**src/rtl/mac_pkg.sv**
```systemverilog
package mac_pkg;

    typedef enum logic [3:0] {
        OP_NOP  = 4'd0,
        OP_LDT  = 4'd1,
        OP_MPY  = 4'd2,
        OP_MAC  = 4'd3,
        OP_LAC  = 4'd4,
        OP_ADD  = 4'd5,
        OP_SUB  = 4'd6,
        OP_APAC = 4'd7,
        OP_SPAC = 4'd8,
        OP_PAC  = 4'd9,
        OP_AND  = 4'd10,
        OP_OR   = 4'd11,
        OP_XOR  = 4'd12,
        OP_SACB = 4'd13,
        OP_ADDB = 4'd14,
        OP_SUBB = 4'd15
    } mac_op_e;

    typedef enum logic [1:0] {
        PM_NONE = 2'd0,
        PM_L1   = 2'd1,
        PM_L4   = 2'd2,
        PM_R6   = 2'd3
    } pmode_e;

endpackage

```
**src/rtl/mac_in_scaler.sv**
```systemverilog
module mac_in_scaler #(
    parameter int DW     = 16,
    parameter int AW     = 32,
    parameter int MAX_SH = 16,
    parameter int SHW    = 5
) (
    input  logic [DW-1:0]  data_i,
    input  logic [SHW-1:0] sh_i,
    output logic [AW-1:0]  data_o
);
    logic [AW-1:0]  ext_w;
    logic [SHW-1:0] amt_w;

    always_comb begin
        ext_w  = {{(AW-DW){data_i[DW-1]}}, data_i};
        amt_w  = (sh_i > SHW'(MAX_SH)) ? SHW'(MAX_SH) : sh_i;
        data_o = ext_w << amt_w;
    end
endmodule

```
**src/rtl/mac_prod_scaler.sv**
```systemverilog
module mac_prod_scaler
    import mac_pkg::*;
#(
    parameter int AW   = 32,
    parameter int SH_A = 1,
    parameter int SH_B = 4,
    parameter int SH_R = 6
) (
    input  logic [AW-1:0] prod_i,
    input  logic [1:0]    mode_i,
    output logic [AW-1:0] prod_o
);
    pmode_e mode_w;

    always_comb begin
        mode_w = pmode_e'(mode_i);
        unique case (mode_w)
            PM_NONE: prod_o = prod_i;
            PM_L1:   prod_o = prod_i << SH_A;
            PM_L4:   prod_o = prod_i << SH_B;
            PM_R6:   prod_o = AW'($signed(prod_i) >>> SH_R);
            default: prod_o = prod_i;
        endcase
    end
endmodule

```
**src/rtl/mac_out_shifter.sv**
```systemverilog
module mac_out_shifter #(
    parameter int DW  = 16,
    parameter int AW  = 32,
    parameter int OSW = 3
) (
    input  logic [AW-1:0]  acc_i,
    input  logic [OSW-1:0] sh_i,
    input  logic           hi_i,
    output logic [DW-1:0]  store_o
);
    logic [AW-1:0] shifted_w;

    always_comb begin
        shifted_w = acc_i << sh_i;
        store_o   = hi_i ? shifted_w[AW-1:AW-DW] : shifted_w[DW-1:0];
        if (sh_i == '0) begin
            p_out_noshift_r10: assert (store_o == (hi_i ? acc_i[AW-1:AW-DW] : acc_i[DW-1:0]));
        end
    end
endmodule

```
**src/rtl/mac_alu.sv**
```systemverilog
module mac_alu
    import mac_pkg::*;
#(
    parameter int AW = 32
) (
    input  mac_op_e       op_i,
    input  logic [AW-1:0] acc_i,
    input  logic [AW-1:0] opnd_i,
    input  logic [AW-1:0] prod_i,
    input  logic [AW-1:0] accb_i,
    output logic [AW-1:0] acc_o,
    output logic          acc_we_o,
    output logic          ovf_o,
    output logic          ovf_we_o
);
    logic [AW-1:0] y_w;
    logic [AW-1:0] sum_w;
    logic          sub_w;
    logic          arith_w;

    always_comb begin
        y_w     = opnd_i;
        sub_w   = 1'b0;
        arith_w = 1'b0;
        unique case (op_i)
            OP_ADD:  begin y_w = opnd_i; arith_w = 1'b1; end
            OP_SUB:  begin y_w = opnd_i; arith_w = 1'b1; sub_w = 1'b1; end
            OP_APAC,
            OP_MAC:  begin y_w = prod_i; arith_w = 1'b1; end
            OP_SPAC: begin y_w = prod_i; arith_w = 1'b1; sub_w = 1'b1; end
            OP_ADDB: begin y_w = accb_i; arith_w = 1'b1; end
            OP_SUBB: begin y_w = accb_i; arith_w = 1'b1; sub_w = 1'b1; end
            default: ;
        endcase

        sum_w = sub_w ? (acc_i - y_w) : (acc_i + y_w);

        acc_o    = acc_i;
        acc_we_o = 1'b1;
        ovf_o    = 1'b0;
        ovf_we_o = 1'b1;
        unique case (op_i)
            OP_LAC:  acc_o = opnd_i;
            OP_PAC:  acc_o = prod_i;
            OP_AND:  acc_o = acc_i & opnd_i;
            OP_OR:   acc_o = acc_i | opnd_i;
            OP_XOR:  acc_o = acc_i ^ opnd_i;
            default: begin
                if (arith_w) begin
                    acc_o = sum_w;
                    if (sub_w)
                        ovf_o = (acc_i[AW-1] != y_w[AW-1]) && (sum_w[AW-1] != acc_i[AW-1]);
                    else
                        ovf_o = (acc_i[AW-1] == y_w[AW-1]) && (sum_w[AW-1] != acc_i[AW-1]);
                end else begin
                    acc_we_o = 1'b0;
                    ovf_we_o = 1'b0;
                end
            end
        endcase
    end
endmodule

```
**src/rtl/fxp_mac_core.sv**
```systemverilog
module fxp_mac_core
    import mac_pkg::*;
#(
    parameter int DW     = 16,
    parameter int MAX_SH = 16,
    parameter int OSW    = 3
) (
    input  logic           clk,
    input  logic           rst_n,
    input  logic [3:0]     op_i,
    input  logic           src_imm_i,
    input  logic [DW-1:0]  bus_i,
    input  logic [DW-1:0]  imm_i,
    input  logic [4:0]     ish_i,
    input  logic [1:0]     pmode_i,
    input  logic [OSW-1:0] osh_i,
    input  logic           ohi_i,
    output logic [2*DW-1:0] acc_o,
    output logic [2*DW-1:0] accb_o,
    output logic [DW-1:0]   treg_o,
    output logic [2*DW-1:0] preg_o,
    output logic [DW-1:0]   store_o,
    output logic            ovf_o
);
    localparam int AW = 2 * DW;

    typedef struct packed {
        logic [AW-1:0] acc;
        logic [AW-1:0] accb;
        logic [DW-1:0] t;
        logic [AW-1:0] p;
        logic          ovf;
    } core_st_t;

    core_st_t st_d, st_q;

    mac_op_e       op_w;
    logic [DW-1:0] opnd_w;
    logic [AW-1:0] scaled_w;
    logic [AW-1:0] pshift_w;
    logic [AW-1:0] prod_w;
    logic [AW-1:0] alu_acc_w;
    logic          alu_we_w;
    logic          alu_ovf_w;
    logic          alu_ovf_we_w;

    assign op_w   = mac_op_e'(op_i);
    assign opnd_w = src_imm_i ? imm_i : bus_i;

    mac_in_scaler #(.DW(DW), .AW(AW), .MAX_SH(MAX_SH), .SHW(5)) u_in (
        .data_i (opnd_w),
        .sh_i   (ish_i),
        .data_o (scaled_w)
    );

    mac_prod_scaler #(.AW(AW)) u_prod (
        .prod_i (st_q.p),
        .mode_i (pmode_i),
        .prod_o (pshift_w)
    );

    mac_alu #(.AW(AW)) u_alu (
        .op_i     (op_w),
        .acc_i    (st_q.acc),
        .opnd_i   (scaled_w),
        .prod_i   (pshift_w),
        .accb_i   (st_q.accb),
        .acc_o    (alu_acc_w),
        .acc_we_o (alu_we_w),
        .ovf_o    (alu_ovf_w),
        .ovf_we_o (alu_ovf_we_w)
    );

    mac_out_shifter #(.DW(DW), .AW(AW), .OSW(OSW)) u_out (
        .acc_i   (st_q.acc),
        .sh_i    (osh_i),
        .hi_i    (ohi_i),
        .store_o (store_o)
    );

    always_comb begin
        prod_w = $signed({{DW{st_q.t[DW-1]}}, st_q.t}) *
                 $signed({{DW{opnd_w[DW-1]}}, opnd_w});
        st_d = st_q;
        if (alu_we_w)     st_d.acc = alu_acc_w;
        if (alu_ovf_we_w) st_d.ovf = alu_ovf_w;
        unique case (op_w)
            OP_LDT:        st_d.t    = opnd_w;
            OP_MPY,
            OP_MAC:        st_d.p    = prod_w;
            OP_SACB:       st_d.accb = st_q.acc;
            default: ;
        endcase
    end

    always_ff @(posedge clk) begin
        if (!rst_n) st_q <= '0;
        else        st_q <= st_d;
    end

    assign acc_o  = st_q.acc;
    assign accb_o = st_q.accb;
    assign treg_o = st_q.t;
    assign preg_o = st_q.p;
    assign ovf_o  = st_q.ovf;

    p_reset_clear_r1: assert property (@(posedge clk)
        !rst_n |=> (acc_o == '0 && accb_o == '0 && treg_o == '0 && preg_o == '0 && !ovf_o));

    p_load_t_r2: assert property (@(posedge clk) disable iff (!rst_n)
        op_i == 4'd1 |=> treg_o == $past(src_imm_i ? imm_i : bus_i));

    p_mpy_r3: assert property (@(posedge clk) disable iff (!rst_n)
        op_i == 4'd2 |=> preg_o == AW'($signed($past(treg_o)) * $signed($past(opnd_w))));

    p_accb_copy_r8: assert property (@(posedge clk) disable iff (!rst_n)
        op_i == 4'd13 |=> accb_o == $past(acc_o));

    p_mac_old_prod_r9: assert property (@(posedge clk) disable iff (!rst_n)
        op_i == 4'd3 |=> acc_o == $past(acc_o) + $past(pshift_w));

    p_nop_hold_r11: assert property (@(posedge clk) disable iff (!rst_n)
        op_i == 4'd0 |=> ($stable(acc_o) && $stable(accb_o) && $stable(treg_o)
                          && $stable(preg_o) && $stable(ovf_o)));
endmodule

```
**config.mk**
```make
export PLATFORM = sky130hd
export DESIGN_NAME = fxp_mac_core
export DESIGN_NICKNAME = d
export VERILOG_FILES = /design/src/rtl/mac_pkg.sv /design/src/rtl/mac_in_scaler.sv /design/src/rtl/mac_prod_scaler.sv /design/src/rtl/mac_out_shifter.sv /design/src/rtl/mac_alu.sv /design/src/rtl/fxp_mac_core.sv
export SDC_FILE = /design/constraint.sdc
export NUM_CORES = 1
export LEC_CHECK = 0
export ABC_CLOCK_PERIOD_IN_PS = 23700
export CAP_MARGIN = 15
export CORE_MARGIN = 4
export CORE_UTILIZATION = 51
export CTS_BUF_LIST = sky130_fd_sc_hd__clkbuf_2 sky130_fd_sc_hd__clkbuf_4 sky130_fd_sc_hd__clkbuf_8
export CTS_CLUSTER_SIZE = 8
export DETAILED_ROUTE_END_ITERATION = 16
export DONT_BUFFER_PORTS = 1
export MAX_ROUTING_LAYER = met4
export PLACE_DENSITY_LB_ADDON = 0.1
export SLEW_MARGIN = 20
export SYNTH_ARGS = -nofsm -noshare
export SYNTH_HDL_FRONTEND = slang
export SYNTH_SLANG_ARGS = --single-unit
```
**constraint.sdc**
```tcl
create_clock -name clk -period 23.7 [get_ports clk]
set_input_delay 4.74 -clock clk [delete_from_list [all_inputs] [get_ports clk]]
set_output_delay 4.74 -clock clk [all_outputs]
set_load 0.02 [all_outputs]
```
==> impl_results.md <==
- DIE HEIGHT: about 210 um
- Lkg Pwr: approximately 10 nW
- Max-slew headroom: between 20 and 25%
- Initial Util: between 50 and 60%
- Pre-CTS setup slack: approximately 12 ns
- Post-Synth XOR/XNOR Area: 4.098%
- Synth top cells by count: 388 x inv_1, 341 x nand2_1, 263 x fa_1
- Layout cell share with drive strength beyond 1: 6.727%
- CP required: 24.14 ns
- Compound-cell area share of the yosys netlist: about 18%
- GR Util All Layers: 35.07%
- Synth area leaders: fa_1 24%, dfxtp_1 10%, ha_1 10%
- Switching power: between 600 and 700 uW
- Routability Congestion: approximately 0.99
- Clock Tree Buf Depth: 2
- Worst-margin pin slew: 1.161 ns
- Worst vdd ir: about 0.050 mV
- FMAX: 89.38 MHz
- Fin cells: ~3,100
- First-pass GRT wire length: 120,800 um
- Largest net degree at the start of global routing: 60
- WS Path Type: in -> reg
- Synth top area share: 24.26%
- Combinational power share: between 60% and 70%
- CTS H-Tree Depth: 4
- Most used DFF post-synth: dfxtp_1
- Final cell utilization of the core: 53.30%
- R2R cell count: 21
- Vias in the first global route: 19,508
- Sw frac: between 50% and 60%
- Via density: about 6.3
- CP startpoint kind: input pin
- Area Overhead vs Synth: 3.228%
- Post-route minimum period: 11.19 ns
- Setup repair bufs after CTS: 0
- Reg-to-reg endpoint: preg_o[31]
- R2r startpoint: treg_o[6]
- Worst EP arrival: 11.63 ns
- CTS Hold Bufs: 0
- Crit. End Element: register
- Die footprint: 45,920 sq um
- TNS Setup: 0 ns
- Final hold violations: 0
- Status: complete, no violations
- Synth Instances: 2,632
- Post-Synth Simple-Gate Area: between 10% and 20%
- Placed cell count: 3,049
- HPWL after DPL: roughly 60,000 um
- Vias: slightly below 20,000
- Endpoint, Worst Hold: accb_o[28]
- Clock tree from TritonCTS: done
- Cts bufs inserted: 17
- EDFF count, synth: 0
- Final number of setup-violating endpoints: 0
- Int Pwr: 617.9 uW
- DRT iter0 DRCs: around 2,000
- Final worst slack: 12.51 ns
- Fillers: ~4,000
- Fin nets: between 3,000 and 4,000
- DR pass1 iterations: 7
- WHS: approximately 0.60 ns
- Clock network fraction of total power: between 10% and 20%
- Worst Hold Class: reg -> reg
- Hold_sp: accb_o[28]
- Synthesized Nets: 3,123
- Clock root buffer: clkbuf_8
- Post-cts sizing count: 0
- DRT Wirelength: roughly 80,000 um
- Site row count: 75
- Clock-pin slew on the worst setup and hold paths: 0.07 ns
- Adder-cell share of the synthesized area: about a third
- RSZ-0062 raised after global routing: false
- Most common cell in the netlist: inv_1
- Multiplexer share of the synthesized area: under 10%
- Yosys top cell by area: fa_1
- GRT overflow: 0
- Post-placement cell area: about 22,000 sq um
- Core ar.: approximately 42,000 sq um
- Tcrit/Tclk final: a little under half
- Syn_area_per_cell: between 8 and 9 sq um
- Power Density: roughly 56 nW/um^2
- Seq/Total Area, Yosys: 10.42%
- #FFs+latches synth: between 100 and 150
- Sink Count: between 100 and 150
- Async SR Flop Fraction: 0%
- Min-Delay Path Depth: 2
- Antenna violations before repair: 2
- Synth Warn #: 0
- # port buffers: 0
- Worst Path Max Fanout: 33
- Final Power: about 1.3 mW
- Chip width: roughly 210 um
- Sequential Power Share: 24.2%
- Post-synthesis cell area: 21,710 sq um
- DRC viols: 0
- Distinct cells, synth: 87
- Worst skew pair latency: around 0.56 ns
- Final instance area: between 20,000 and 25,000 sq um
- Main combinational cell family by area after synthesis: adder cells
- R2R Setup Slk: around 16 ns
- Clock Skew: 0.02347 ns
- Io pins: ~180
- Drt wl/cell: roughly 25 um
- Maxcap violations: 0
- Slew Limit Fails: 0
- ANT nets after route: 0
-- area by class of cell --
type	count	area, sq um	area share [%]
clock inverters	11	115.1	0.5137
repair buffers	28	210.2	0.9381
flip-flops and latches	113	2263	10.10
diodes	1	2.502	0.01117
clock buffers	21	264.0	1.178
multi-input cells	1979	17410	77.71
well taps	539	674.4	3.010
inverters	390	1465	6.539
-- layer usage --
metal	track usage [%]	part of all wire (%)	vias up
met5	-	0	-
met1	44.11	39	9662
met3	7.028	9.2	199
met4	14.13	4.7	0
met2	55.86	47	1024
li1	-	-	8610
-- worst max-delay path: stages --
cell,delay (ns)
mux2_2,0.50
inv_1,0.71
nor2_1,0.11
fa_1,0.54
fa_1,0.43
fa_1,0.51
fa_1,0.42
fa_1,0.49
inv_1,0.05
fa_1,0.52
inv_1,0.05
ha_1,0.36
a21o_1,0.19
a21oi_1,0.12
o21ai_0,0.09
a31o_2,0.22
a21oi_1,0.40
o311ai_0,0.29
a31o_2,0.29
a21oi_1,0.18
xnor2_1,0.13
o21ai_0,0.08
and2_1,0.17
-- flip-flops by register name, summed over array words and instances (netlist names) --
name and count:
acc_o 32, accb_o 32, preg_o 32, treg_o 16, ovf_o 1
-- power by group through the flow --
stage	Clock [mW]	Sequential [mW]	Combinational (mW)
after global placement	0	0.307	0.735
after CTS	0.201	0.303	0.753
final	0.197	0.306	0.762
after detailed placement	0	0.308	0.742
after global routing	0.208	0.307	0.846
after floorplan	0	0.268	0.582
-- worst max path at each step --
| stage | endpoint | slack, ns | start |
|---|---|---|---|
| 2_1_floorplan | preg_o[31] | 12.25 | src_imm_i |
| 3_3_place_gp | preg_o[31] | 12.14 | src_imm_i |
| 3_5_place_dp | preg_o[31] | 12.03 | src_imm_i |
| 4_1_cts | preg_o[31] | 12.61 | src_imm_i |
| 5_1_grt | preg_o[31] | 12.30 | src_imm_i |
| 6_report | preg_o[31] | 12.51 | src_imm_i |
-- cells by family after synthesis --
family | after synthesis
compound gates | 603
xor+xnor | 100
fa+ha+maj | 441
buf+inv | 540
flops | 113
mux | 120
simple gates | 715
-- placed cells by master (no fill, tap or decap), types with 68 or more instances in the layout --
cell type	instances
o21ai_0	107
a21oi_1	214
xnor2_1	68
fa_1	263
ha_1	178
nand2_1	341
inv_1	387
nor2_1	118
dfxtp_1	112
and2_1	117
No activity file was read; power rests on OpenSTA's default activity.
